--- src/rtl/sdo_pkg.sv ---
package sdo_pkg;
  localparam int RES_W_DEF  = 12;
  localparam int LEAD_DEF   = 4;
  localparam int SYNC_STAGES_DEF = 2;

  // Bit presented at frame position pos: zeros first, then result MSB-first.
  function automatic logic frame_bit(input int pos, input int lead,
                                     input int res_w, input logic [31:0] word);
    logic [4:0] idx;
    if (pos < lead) return 1'b0;
    idx = 5'(res_w - 1 - (pos - lead));
    return word[idx];
  endfunction
endpackage

--- src/rtl/sdo_edge_sync.sv ---
module sdo_edge_sync #(
  parameter int N = 2,
  parameter int STAGES = sdo_pkg::SYNC_STAGES_DEF,
  parameter logic [N-1:0] RST_VAL = '0
) (
  input  logic         clk,
  input  logic         rst_n,
  input  logic [N-1:0] din,
  output logic [N-1:0] level,
  output logic [N-1:0] rise,
  output logic [N-1:0] fall
);
  logic [N-1:0][STAGES:0] chain;

  for (genvar g = 0; g < N; g++) begin : g_ch
    always_ff @(posedge clk or negedge rst_n) begin
      if (!rst_n) chain[g] <= {(STAGES+1){RST_VAL[g]}};
      else        chain[g] <= {chain[g][STAGES-1:0], din[g]};
    end
    assign level[g] = chain[g][STAGES-1];
    assign rise[g]  = chain[g][STAGES-1] & ~chain[g][STAGES];
    assign fall[g]  = ~chain[g][STAGES-1] & chain[g][STAGES];
  end
endmodule

--- src/rtl/sdo_frame_ctrl.sv ---
module sdo_frame_ctrl #(
  parameter int RES_W = sdo_pkg::RES_W_DEF,
  parameter int LEAD  = sdo_pkg::LEAD_DEF
) (
  input  logic             clk,
  input  logic             rst_n,
  input  logic             sclk_lvl,
  input  logic             sclk_rise,
  input  logic             sclk_fall,
  input  logic             cnv_fall,
  input  logic [RES_W-1:0] hold_word,
  output logic             sdata,
  output logic             sdata_oe,
  output logic             sync_warn
);
  localparam int FRAME = LEAD + RES_W;
  localparam int PW = $clog2(FRAME);
  localparam logic [PW-1:0] LAST = PW'(FRAME - 1);

  logic [PW-1:0]    pos;
  logic             active, done, overrun, warn;
  logic [RES_W-1:0] snap;

  // Named events for the assertions
  logic cnv_reset, cnv_ignored, frame_start, last_fall;
  assign cnv_reset   = cnv_fall & ~sclk_lvl;
  assign cnv_ignored = cnv_fall & sclk_lvl;
  assign frame_start = sclk_rise & ~active;
  assign last_fall   = sclk_fall & active & (pos == LAST);

  always_ff @(posedge clk or negedge rst_n) begin
    if (!rst_n) begin
      pos <= '0; active <= 1'b0; done <= 1'b0; overrun <= 1'b0;
      snap <= '0;
    end else if (cnv_reset) begin
      pos <= '0; active <= 1'b0; done <= 1'b0; overrun <= 1'b0;
    end else if (frame_start) begin
      active <= 1'b1;
      pos    <= '0;
      snap   <= hold_word;
      if (done) overrun <= 1'b1;
    end else if (sclk_fall && active) begin
      if (pos == LAST) begin
        pos <= '0;
        if (overrun) snap <= hold_word;
        else begin
          active <= 1'b0;
          done   <= 1'b1;
        end
      end else begin
        pos <= pos + 1'b1;
      end
    end
  end

  always_ff @(posedge clk or negedge rst_n) begin
    if (!rst_n)           warn <= 1'b0;
    else if (cnv_ignored) warn <= 1'b1;
  end

  assign sdata     = active ? sdo_pkg::frame_bit(int'(pos), LEAD, RES_W, 32'(snap)) : 1'b0;
  assign sdata_oe  = active;
  assign sync_warn = warn;

  AST_OE_OPENS_ON_RISE: assert property (@(posedge clk) disable iff (!rst_n)
    $rose(sdata_oe) |-> $past(sclk_rise)) else $error("oe rose without sclk rise");
  AST_BIT_HELD: assert property (@(posedge clk) disable iff (!rst_n)
    (!$past(sclk_fall) && !$past(cnv_fall)) |-> $stable(sdata)) else $error("bit moved off a falling edge");
  AST_END_TRISTATE: assert property (@(posedge clk) disable iff (!rst_n)
    (last_fall && !overrun && !cnv_reset) |=> (!sdata_oe && pos == '0)) else $error("frame end kept driving");
  AST_OVERRUN_WRAP: assert property (@(posedge clk) disable iff (!rst_n)
    (last_fall && overrun && !cnv_reset) |=> (sdata_oe && pos == '0)) else $error("overrun wrap lost enable");
  AST_CNV_RESET: assert property (@(posedge clk) disable iff (!rst_n)
    cnv_reset |=> (!sdata_oe && pos == '0 && !overrun)) else $error("convert-start reset missed");
  AST_CNV_IGNORED: assert property (@(posedge clk) disable iff (!rst_n)
    (cnv_ignored && !sclk_rise) |=> (pos == $past(pos) && sync_warn)) else $error("ignored convert-start moved counter");
endmodule

--- src/rtl/sdo_result_shifter.sv ---
module sdo_result_shifter #(
  parameter int RES_W = sdo_pkg::RES_W_DEF,
  parameter int LEAD  = sdo_pkg::LEAD_DEF,
  parameter int SYNC_STAGES = sdo_pkg::SYNC_STAGES_DEF
) (
  input  logic             clk,
  input  logic             rst_n,
  input  logic             sclk,
  input  logic             convst_n,
  input  logic             load_en,
  input  logic [RES_W-1:0] load_data,
  output logic             sdata,
  output logic             sdata_oe,
  output logic             sync_warn
);
  localparam int IDX_SCLK = 0;
  localparam int IDX_CNV  = 1;

  logic [1:0]       lvl, rise, fall;
  logic [RES_W-1:0] hold_word;

  sdo_edge_sync #(.N(2), .STAGES(SYNC_STAGES), .RST_VAL(2'b10)) u_sync (
    .clk(clk), .rst_n(rst_n), .din({convst_n, sclk}),
    .level(lvl), .rise(rise), .fall(fall)
  );

  always_ff @(posedge clk or negedge rst_n) begin
    if (!rst_n)       hold_word <= '0;
    else if (load_en) hold_word <= load_data;
  end

  sdo_frame_ctrl #(.RES_W(RES_W), .LEAD(LEAD)) u_frame (
    .clk(clk), .rst_n(rst_n),
    .sclk_lvl(lvl[IDX_SCLK]), .sclk_rise(rise[IDX_SCLK]), .sclk_fall(fall[IDX_SCLK]),
    .cnv_fall(fall[IDX_CNV]), .hold_word(hold_word),
    .sdata(sdata), .sdata_oe(sdata_oe), .sync_warn(sync_warn)
  );
endmodule

--- config.mk ---
export PLATFORM = sky130hd
export DESIGN_NAME = sdo_result_shifter
export DESIGN_NICKNAME = d
export VERILOG_FILES = /design/src/rtl/sdo_pkg.sv /design/src/rtl/sdo_edge_sync.sv /design/src/rtl/sdo_frame_ctrl.sv /design/src/rtl/sdo_result_shifter.sv
export SDC_FILE = /design/constraint.sdc
export NUM_CORES = 1
export LEC_CHECK = 0
export ABC_AREA = 1
export BUFFER_PORTS_ARGS = -buffer_cell sky130_fd_sc_hd__buf_2
export CORE_ASPECT_RATIO = 0.6
export CORE_UTILIZATION = 45
export CTS_CLUSTER_SIZE = 40
export DETAILED_ROUTE_END_ITERATION = 10
export SYNTH_ARGS = -nofsm -noshare
export SYNTH_HDL_FRONTEND = slang
export SYNTH_SLANG_ARGS = --single-unit
--- constraint.sdc ---
create_clock -name clk -period 4.3 [get_ports clk]
set_input_delay 0.215 -clock clk [delete_from_list [all_inputs] [get_ports clk]]
set_output_delay 0.215 -clock clk [all_outputs]
set_load 0.01 [all_outputs]
# == After elaboration in Yosys (flattened, before gate mapping) ==
# Index checks and enable logic that the tools add are counted.
# op_classes
add_sub_neg,3
magnitude_cmp,2
n_eq_ne,4
muxes,27
bitwise_logic,11
reduce_logical,14
# op_table
op,n
two-way mux 12 bit,4
two-way mux 1 bit,18
two-way mux 4 bit,4
nonzero test 2 bit,7
AND reduction 4 bit,2
AND 1 bit,6
"< comparator 5 x 6 -> 1 bit, second input constant",1
nonzero test 3 bit,2
binary-select mux 1 bit (select 5 bit),1
inverter 1 bit,5
"subtractor 4 x 3 -> 5 bit, second input constant",1
"subtractor 5 bit, first input constant",1
"adder 4 x 1 -> 4 bit, second input constant",1
"== test 4 bit, second input constant",1
"< comparator 4 x 3 -> 1 bit, second input constant",1
"inequality test 3 bit, second input constant",1
AND reduction 3 bit,1
"inequality test 2 x 1 -> 1 bit, second input constant",1
"inequality test 2 bit, second input constant",1
AND reduction 2 bit,1
logical AND 1 bit,1
# word_totals
ff_bits,38
elab_cells,70

# == Depth between registers and ports, before layout ==
# Gate-level depths: netlist of run 1.
# logic_depth
depth_word,6
ltp_mapped,9
depth_no_buf,8

# == Cells and area by module ==
# From an unflattened synthesis of run 1, not the netlist that was laid out.
# hier_totals
cells_unflattened,197
area_unflattened_um2,1691.6
# modules_own_cells
mod,n_inst,cells_each,area_each_um2
sdo_frame_ctrl,1,130,1034.7
sdo_result_shifter,1,51,457.9
sdo_edge_sync,1,16,198.9

# == Worst setup path after synthesis of run 1 ==
# OpenSTA, ideal clock, no wires.
# synth_timing
kind,register to register
from,reg u_frame.pos[0]
to,reg u_frame.snap[10]
setup_time_ns,0.117
arrival_time_ns,1.246
required_ns,4.183
setup_slack_ns,2.937
path_stages_with_launch,10
n_path_buf,1
synth_period_minus_slack_ns,1.363
cell_sequence,dfrtp_1 ha_1 inv_1 nor2_1 nand2_1 nand2_2 nand2_4 buf_6 nand2_2 o21ai_2
# synth_between
elab_chain_len,3
# synth_lines
item,line_no,text
start: declaration,sdo_frame_ctrl.sv:20,logic [PW-1:0] pos;
start signal: assignment,sdo_frame_ctrl.sv:51,pos <= pos + 1'b1;
== test 4 bit,n/a,
nonzero test 2 bit (no line),n/a,
AND reduction 4 bit (no line),n/a,
end signal: assignment,sdo_frame_ctrl.sv:40,snap <= hold_word;
end signal: assignment,sdo_frame_ctrl.sv:45,if (overrun) snap <= hold_word;
end: declaration,sdo_frame_ctrl.sv:22,logic [RES_W-1:0] snap;
# No other way between the ends.
# A chain may end at the register's enable or synchronous reset.

# == Worst setup path after layout of run 1 ==
# layout_timing
from,reg u_frame.pos[0]
to,out sdata
# layout_between
elab_chain_len,6
# layout_lines
item,line_no,text
subtractor 4 x 3 -> 5 bit,sdo_pkg.sv:11,idx = 5'(res_w - 1 - (pos - lead));
subtractor 5 bit,sdo_pkg.sv:11,
binary-select mux 1 bit (select 5 bit),sdo_pkg.sv:12,return word[idx];
two-way mux 1 bit (implied by the code),sdo_pkg.sv:12,
two-way mux 1 bit (*),sdo_pkg.sv:11,
two-way mux 1 bit (*),sdo_frame_ctrl.sv:61,"assign sdata = active ? sdo_pkg::frame_bit(int'(pos), LEAD, RES_W, 32'(snap)) : 1'b0;"
end: declaration,sdo_result_shifter.sv:12,"output logic sdata,"
# Mark *: on every way between the ends. The rest lies on a longest branch, timed or not. The select of a mux whose other input is x is not followed.

==> run_results.csv, run 1 <==
group,metric,value,unit
outcome,status,"finished clean",
worst_setup_path,crit_fanout,9,
worst_setup_path,cp.required,4090,ps
worst_setup_path,critical_path_class,"reg2out",
cts,clock_sinks,38,
cts,htreeDepth,2,
floorplan,die_x,80.5,um
power,leakage,0.000933,uW
power,power_frac_clock,0.250,
yosys,synth_top_area_frac,0.526,
yosys,ys_types,21,
cts,clk_pin_slew,70,ps
sta,fmax,0.587,GHz
cts,cts.path.max_buffers,2,
worst_setup_path,cp-end-kind,"output port",
yosys,yosysMostFrequentCell,"nand2_1",
cts,clock_latency,290,ps
yosys,yosys.area.top_type,"dfrtp_1",
cells_and_area,nNetsFinal,218,
power,powerDensity,494,nW/um^2
route,drtIter0Drc,54,
cts,cts_root_buf,"clkbuf_8",
yosys,ys_seq_area_frac,0.574,
worst_setup_path,r2r_slack,2660,ps
route,wire_per_inst,11.5,um
route,drc_errors,0,
cts,cts_hold_buffers,0,
power,pwr-share-seq,0.534,
route,vias_per_cell,4.95,
placement,place.gp.congestion,0.853,
worst_setup_path,cp.arrival,1490,ps
power,p_comb_frac,0.216,
power,swShare,0.315,
floorplan,dieHeight,49.1,um
sta,finalSetupViolCount,0,
yosys,syn_avg_cell_area,9.35,um^2
sta,clock_skew,9.13,ps
cts,cts_tree,"built",
yosys,postSynthCellCount,178,
grt,grt_pass1_vias,1151,
yosys,ys_ff_latch,38,
sta,final.setup.tns,0,ps
power,switchingPower,291,uW
placement,hpwl,2020,um
route,first_pass_iters,4,
cells_and_area,drive_gt1_frac,0.294,
cells_and_area,final_cells,246,
placement,dp_cells,238,
sta,slew_headroom,0.461,
placement,placed_area,1790,um^2
sta,rsz0062_at_grt,"no",
floorplan,start_util,0.492,
route,ant_nets,0,
yosys,synth_common_cells,"nand2_1, dfrtp_1, inv_1",
flow_run,maxCapViolations,0,
cts,postCtsSetupRepairBufs,0,
grt,grt_first_pass_wirelength,5150,um
min_path,hp-class,"in2async",
worst_setup_path,cp-start-kind,"register",
cells_and_area,seq_area,955,um^2
cts,cts_buffers,5,
yosys,yosys_warnings,0,
sta,period_share,0.396,
grt,antenna_found_initial,0,
cells_and_area,n_antenna_cell,0,
cells_and_area,stdcell_area,1870,um^2
route,drt-total-wl,2820,um
cts,ctsResizeCount,0,
sta,worst-slew-pin-transition,808,ps
placement,portBuffers,19,
grt,grt_remaining_overflow,0,
floorplan,dieArea,3950,um^2
power,total_power,924,uW
cells_and_area,multiInputGateArea,586,um^2
grt,grt_usage,0.175,
route,vias,1217,
cells_and_area,fillerInstances,306,
yosys,synth_edf_count,0,
floorplan,pin_count,20,
floorplan,core.rowCount,16,
yosys,synth_area_leaders,"dfrtp_1, nand2_1, o21ai_2",
yosys,synth_area,1660,um^2
sta,slew_viol_final,0,
power,max-vdd-ir-drop,0.201,mV
grt,grt_max_degree,39,
power,internal-power,633,uW
cells_and_area,area_delta_synth_final,12.3,%
yosys,dominantRegCellSynth,"dfrtp_1",
sta,period_needed,1700,ps
yosys,syn_nets,196,
yosys,async_reset_ff_frac,1.00,
floorplan,core_area,3380,um^2
sta,holdWs,18.2,ps
sta,hold_violations,0,
cell type report:
type,count,share of cell area
clock buffer,6,0.0388
clock inverter,2,0.00536
inverter,25,0.0502
multi-input combinational,111,0.313
sequential,38,0.511
tap,45,0.0301
timing repair buffer,19,0.0509
flip-flops by register name (all words and copies together), names as in the netlist:
signal / flops
u_sync.chain: 4
u_frame.sync_warn: 1
u_frame.overrun: 1
u_sync.level: 2
u_frame.sdata_oe: 1
u_frame.snap: 12
u_frame.done: 1
u_frame.pos: 4
hold_word: 12
layer usage:
metal,share of wire,vias to the layer above,global-route usage
li1,-,605,-
met5,0,-,0
met4,0.014,0,0.0714
met1,0.51,583,0.249
met3,0.053,5,0.0561
met2,0.43,24,0.246
worst max-delay path, cell delays in order (launching register included):
cell and delay, ps:
dfrtp_1 480, inv_2 180, nand2_1 70, nand3_1 70
nand2_1 50, nand2_1 60, nand3_1 70, nor2_1 80
buf_2 130
placed cells by master (no fill, tap or decap):
| cell type | synthesis | final |
|---|---|---|
| clkinv_2 | 0 | 2 |
| nand3_2 | 1 | 1 |
| clkbuf_8 | 0 | 5 |
| nor3_1 | 1 | 1 |
| inv_2 | 2 | 2 |
| a21oi_1 | 2 | 2 |
| buf_2 | 0 | 19 |
| inv_1 | 23 | 23 |
| nand3_1 | 13 | 13 |
| o21ai_0 | 18 | 18 |
| dfrtp_1 | 35 | 35 |
| ha_1 | 1 | 1 |
| nand2_4 | 1 | 1 |
| clkbuf_1 | 2 | 1 |
| a21boi_0 | 1 | 1 |
| dfstp_2 | 3 | 3 |
| nand2_2 | 11 | 11 |
| nor2_2 | 2 | 2 |
| o21ai_2 | 12 | 12 |
| nand4_1 | 1 | 1 |
| nor2_1 | 5 | 5 |
| nand2_1 | 41 | 41 |
| a31o_2 | 1 | 1 |
metrics by stage:
step | setup WS, ps | utilization
2_1_floorplan | 2940 | -
4_1_cts | 2600 | 0.552
3_5_place_dp | 2670 | 0.528
3_3_place_gp | 2780 | 0.528
5_1_grt | 2470 | 0.552
6_report | 2600 | 0.552
cell families (layout without fill, tap and decap cells):
family / Yosys count / in the layout / share of synthesized area
flops: 38 / 38 / 0.574
simple gates: 76 / 76 / 0.211
buf+inv: 29 / 52 / 0.0744
compound gates: 34 / 34 / 0.133
fa+ha+maj: 1 / 1 / 0.00752
power by group through the flow:
| stage | registers [uW] | logic, uW | clock network, uW |
|---|---|---|---|
| after floorplan | 483 | 159 | 0 |
| after global placement | 499 | 195 | 0 |
| after detailed placement | 499 | 199 | 0 |
| after CTS | 493 | 203 | 238 |
| after global routing | 502 | 235 | 251 |
| final | 493 | 199 | 231 |
worst paths after layout:
check	to	cells after the start	startpoint
min in group clk	u_sync.chain[3]	1	convst_n
setup / recovery	sdata	8	u_frame.pos[0]
hold / removal	u_frame.pos[0]	1	rst_n
setup reg to reg	u_frame.snap[1]	8	u_frame.pos[0]
max in group asynchronous	hold_word[5]	1	rst_n
hold reg to reg	u_sync.level[0]	0	u_sync.chain[0]
No activity file was read; power rests on OpenSTA's default activity.
==> run 2, diff against run 1 <==
--- a/config.mk
+++ b/config.mk
@@ -5,7 +5,7 @@
 export SDC_FILE = /design/constraint.sdc
 export NUM_CORES = 1
 export LEC_CHECK = 0
-export ABC_AREA = 1
+export ABC_AREA = 0
 export BUFFER_PORTS_ARGS = -buffer_cell sky130_fd_sc_hd__buf_2
 export CORE_ASPECT_RATIO = 0.6
 export CORE_UTILIZATION = 45
==> constraint.sdc (replaced) <==
create_clock -name clk -period 1.6 [get_ports clk]
set_input_delay 0.08 -clock clk [delete_from_list [all_inputs] [get_ports clk]]
set_output_delay 0.08 -clock clk [all_outputs]
set_load 0.01 [all_outputs]
==> run_results.csv, run 2 <==
group,metric,value,unit
cts,cts_tree,"built",
yosys,dominantRegCellSynth,"dfrtp_1",
worst_setup_path,cp.required,1520,ps
floorplan,core_area,3360,um^2
worst_setup_path,cp-end-kind,"output port",
sta,period_needed,1810,ps
route,vias,1069,
placement,hpwl,2040,um
grt,antenna_found_initial,0,
cts,clock_latency,290,ps
cells_and_area,nNetsFinal,173,
outcome,violations,"setup timing",
cts,htreeDepth,2,
cells_and_area,multiInputGateArea,706,um^2
power,max-vdd-ir-drop,0.675,mV
power,swShare,0.255,
yosys,synth_top_area_frac,0.537,
grt,grt_pass1_vias,1131,
sta,clock_skew,3.93,ps
yosys,syn_nets,130,
sta,worst-slew-pin-transition,470,ps
flow_run,maxCapViolations,0,
sta,period_share,1.13,
cells_and_area,seq_area,955,um^2
yosys,synth_area,1630,um^2
placement,placed_area,1860,um^2
cells_and_area,n_antenna_cell,0,
worst_setup_path,cp.arrival,1730,ps
route,wire_per_inst,15.5,um
power,pwr-share-seq,0.499,
route,vias_per_cell,5.32,
cells_and_area,drive_gt1_frac,0.564,
yosys,ys_types,34,
placement,place.gp.congestion,0.726,
placement,place_ws,-63.7,ps
route,drtIter0Drc,102,
power,leakage,0.000961,uW
cells_and_area,fillerInstances,251,
floorplan,dieArea,3880,um^2
yosys,synth_edf_count,0,
power,total_power,2430,uW
cts,cts_root_buf,"clkbuf_8",
floorplan,start_util,0.485,
sta,hold_violations,0,
cts,clk_pin_slew,80,ps
yosys,async_reset_ff_frac,1.00,
sta,slew_headroom,0.687,
cells_and_area,stdcell_area,2130,um^2
grt,grt_remaining_overflow,0,
yosys,postSynthCellCount,112,
floorplan,die_x,79.7,um
cells_and_area,area_delta_synth_final,30.3,%
power,switchingPower,620,uW
yosys,yosys_warnings,0,
yosys,yosys.area.top_type,"dfrtp_1",
route,wl_met1,1580,um
cells_and_area,final_cell_mix,"dfrtp_1, buf_2, buf_4",
cells_and_area,final_common_cell,"dfrtp_1",
route,drc_errors,0,
yosys,synth_area_leaders,"dfrtp_1, mux2_2, mux2_4",
floorplan,dieHeight,48.6,um
route,drt-total-wl,3120,um
power,power_frac_clock,0.280,
route,wl_met3,139,um
route,wl_met2,1360,um
placement,portBuffers,19,
grt,grt_max_degree,39,
outcome,status,"finished with violations",
floorplan,pin_count,20,
power,p_comb_frac,0.221,
sta,slew_viol_final,0,
cts,cts_buffers,5,
sta,fmax,0.554,GHz
sta,finalSetupViolCount,13,
sta,fin_ws,-206,ps
yosys,ys_ff_latch,38,
sta,rsz0062_at_grt,"yes",
yosys,ys_seq_area_frac,0.585,
route,highest_layer,"met4",
worst_setup_path,cp-start-kind,"register",
grt,grt_first_pass_wirelength,5390,um
worst_setup_path,crit_fanout,4,
floorplan,core.rowCount,16,
cts,clock_sinks,38,
cts,cts.path.max_buffers,2,
cells_and_area,reg.largest.list,"hold_word: 12 flops, u_frame.snap: 12 flops",
min_path,hp-class,"in2reg",
route,first_pass_iters,4,
yosys,synth_common_cells,"dfrtp_1, mux2_2, mux2_4",
power,powerDensity,1140,nW/um^2
power,internal-power,1810,uW
yosys,syn_avg_cell_area,14.6,um^2
worst_setup_path,critical_path_class,"reg2out",
grt,grt_usage,0.191,
route,ant_nets,0,
yosys,yosysMostFrequentCell,"dfrtp_1",
## run 2: path summary, 6_finish.rpt
kind                                 start               to  slack [ps]  cells after the start
max                         u_frame.pos[0]            sdata        -210                      6
min                          load_data[11]    hold_word[11]          20                      2
max reg2reg                 u_frame.pos[0]  u_frame.snap[7]        -200                      8
min reg2reg                u_sync.chain[0]  u_sync.level[0]         360                      0
max in group asynchronous            rst_n  u_sync.chain[5]         870                      3
min in group asynchronous            rst_n    hold_word[11]         380                      3
## run 2: kinds of logic (layout without fill, tap and decap cells)
logic type | count (synthesis) | in the layout | synth area share
AND/OR/NAND/NOR | 18 | 18 | 0.0660
adder cells (fa/ha/maj) | 1 | 1 | 0.00767
multiplexers | 29 | 29 | 0.235
flip-flops | 38 | 38 | 0.585
buffers and inverters | 8 | 52 | 0.0307
AO/OA/AOI/OAI | 18 | 18 | 0.0752
## run 2: area by class of cell
class	instances	share of cell area
Timing Repair Buffer	42	0.143
Tap cell	45	0.0265
Inverter	2	0.00471
Clock inverter	2	0.00589
Clock buffer	6	0.0388
Multi-Input combinational cell	66	0.332
Sequential cell	38	0.449
## run 2: through the flow
step,hold slack (ps),std cells,TNS (ps),utilization
6_report,22.1,201,-2520,0.632
5_1_grt,11.9,201,-3120,0.632
4_1_cts,13.9,202,-1840,0.624
2_1_floorplan,-216,112,-1100,-
3_5_place_dp,149,184,-467,0.552
3_3_place_gp,143,184,-249,0.552
## run 2: metal layers
layer / track usage / up-vias
li1: - / 496
met1: 0.269 / 534
met2: 0.278 / 35
met3: 0.0566 / 4
met4: 0.0714 / 0
met5: 0 / -
## run 2: worst max-delay path, stage by stage, from the launching register on
cell and delay (ps):
dfrtp_1 370, buf_6 140, mux4_2 490, nand2b_4 160, o311ai_4 60, o21ai_2 80
buf_2 140
## run 2: repair_timing
action                                  in CTS  in global routing
hold buffers                                 3                  0
gates cloned                                 1                  0
endpoints found under the hold margin       37                  0
endpoints found under the setup margin      13                 14
buffers inserted                             6                  2
pin swaps                                    3                  3
resized for setup                            7                 12
## run 2: power groups by stage
stage | clock network (uW) | registers [uW] | logic [uW]
6_report | 681 | 1210 | 536
5_1_grt | 756 | 1230 | 577
4_1_cts | 704 | 1210 | 502
3_5_place_dp | 0 | 1220 | 429
3_3_place_gp | 0 | 1210 | 416
2_1_floorplan | 0 | 1190 | 327
==> run 3, diff against run 2 <==
--- a/config.mk
+++ b/config.mk
@@ -11,6 +11,7 @@
 export CORE_UTILIZATION = 45
 export CTS_CLUSTER_SIZE = 40
 export DETAILED_ROUTE_END_ITERATION = 10
+export PLACE_DENSITY = 0.67
 export SYNTH_ARGS = -nofsm -noshare
 export SYNTH_HDL_FRONTEND = slang
 export SYNTH_SLANG_ARGS = --single-unit
==> constraint.sdc (replaced) <==
create_clock -name clk -period 1.55 [get_ports clk]
set_input_delay 0.465 -clock clk [delete_from_list [all_inputs] [get_ports clk]]
set_output_delay 0.465 -clock clk [all_outputs]
set_load 0.01 [all_outputs]
==> run_results.csv, run 3 (synthesis results as in run 2) <==
group,metric,value,unit
grt,grt_pass1_vias,999,
cts,cts.path.max_buffers,2,
cells_and_area,final_cells,198,
route,ant_nets,0,
cts,cts_buffers,5,
cts,cts_root_buf,"clkbuf_8",
route,wire_per_inst,14.3,um
floorplan,dieArea,3880,um^2
sta,final.setup.tns,-4690,ps
route,vias,1003,
power,powerDensity,1280,nW/um^2
floorplan,core_area,3360,um^2
cells_and_area,final_common_cell,"dfrtp_1",
power,total_power,2610,uW
worst_setup_path,cp.arrival,1670,ps
route,first_pass_iters,4,
cts,htreeDepth,2,
cts,clock_sinks,38,
placement,hpwl,2050,um
route,drt-total-wl,2830,um
sta,finalSetupViolCount,13,
flow_run,maxCapViolations,0,
cells_and_area,final_cell_mix,"dfrtp_1, buf_2, buf_4",
route,drtIter0Drc,72,
cells_and_area,drive_gt1_frac,0.549,
power,pwr-share-seq,0.479,
cts,clk_pin_slew,70,ps
grt,grt_first_pass_wirelength,5000,um
sta,period_needed,2140,ps
placement,dp_cells,189,
route,drc_errors,0,
route,vias_per_cell,5.07,
outcome,violations,"setup timing",
worst_setup_path,crit_fanout,3,
sta,period_share,1.38,
cts,clock_latency,290,ps
cells_and_area,nNetsFinal,170,
floorplan,pin_count,20,
floorplan,die_x,79.7,um
worst_setup_path,r2r-start,"u_frame.pos[0]",
floorplan,start_util,0.485,
sta,hold_violations,0,
power,swShare,0.240,
grt,grt_max_degree,39,
sta,rsz0062_at_grt,"yes",
power,max-vdd-ir-drop,0.639,mV
placement,place.gp.congestion,0.804,
placement,portBuffers,19,
sta,slew_viol_final,0,
grt,grt_usage,0.180,
outcome,status,"finished with violations",
grt,antenna_found_initial,0,
sta,fin_ws,-586,ps
worst_setup_path,cp-end-kind,"output port",
floorplan,core.rowCount,16,
cts,cts_tree,"built",
cells_and_area,reg.largest.list,"hold_word: 12 flops, u_frame.snap: 12 flops",
worst_setup_path,cp.required,1080,ps
power,leakage,0.000952,uW
worst_setup_path,crit_start,"u_frame.pos[0]",
cts,cts_hold_buffers,0,
power,power_frac_clock,0.318,
floorplan,dieHeight,48.6,um
worst_setup_path,cp-start-kind,"register",
sta,fmax,0.468,GHz
sta,clock_skew,3.63,ps
sta,slew_headroom,0.805,
cells_and_area,n_antenna_cell,0,
power,switchingPower,627,uW
min_path,hp-class,"in2async",
power,p_comb_frac,0.203,
sta,worst-slew-pin-transition,292,ps
power,internal-power,1980,uW
grt,grt_remaining_overflow,0,
worst_setup_path,critical_path_class,"reg2out",
cells_and_area,area_delta_synth_final,25.3,%
run 3: through the flow:
step	setup slack (ps)	cell area, um^2	util	hold slack [ps]
floorplan	-194	1640	-	169
global placement	-216	1900	0.564	336
detailed placement	-285	1900	0.564	348
CTS	-610	2010	0.598	124
global route	-674	2040	0.608	127
finish	-586	2040	0.608	120
run 3: final timing paths:
path,to,slack [ps],depth (start not counted)
max,sdata,-590,5
min,u_frame.pos[0],120,2
max reg2reg,u_frame.snap[0],-360,8
min reg2reg,u_sync.level[1],360,0
max in group asynchronous,u_sync.level[1],1170,2
min in group clk,u_sync.chain[3],260,1
run 3: power groups by stage:
stage	clock [uW]	combinational (uW)	sequential (uW)
after floorplan	0	347	1230
after global placement	0	486	1260
after detailed placement	0	503	1270
after CTS	849	507	1250
after global routing	894	575	1270
final	830	528	1250
run 3: cell type report:
cell class	instances	area, um^2
clock buffers	5	68.8
fillers	290	1320
flip-flops and latches	38	955
inverters	2	7.51
clock inverters	3	40.0
repair buffers	39	269
well taps	45	56.3
multi-input cells	66	648
run 3: routing by layer:
layer | share of wire | up-vias | track usage
met1 | 0.53 | 490 | 0.268
met2 | 0.40 | 21 | 0.231
met4 | 0.021 | 0 | 0.0893
li1 | - | 484 | -
met5 | 0 | - | 0
met3 | 0.052 | 8 | 0.0623
run 3: what timing repair did:
| item | 4_1_cts | 5_1_grt |
|---|---|---|
| pin swaps | 1 | 2 |
| setup buffers | 0 | 1 |
| gates resized for setup | 2 | 6 |
| setup endpoints to repair | 13 | 15 |
run 3: worst max-delay path, cell delays in order, from the launching register on:
cell and delay (ps):
dfrtp_1 410, mux4_2 510, nand2b_4 150, o311ai_2 60, o21ai_1 110, buf_2 140
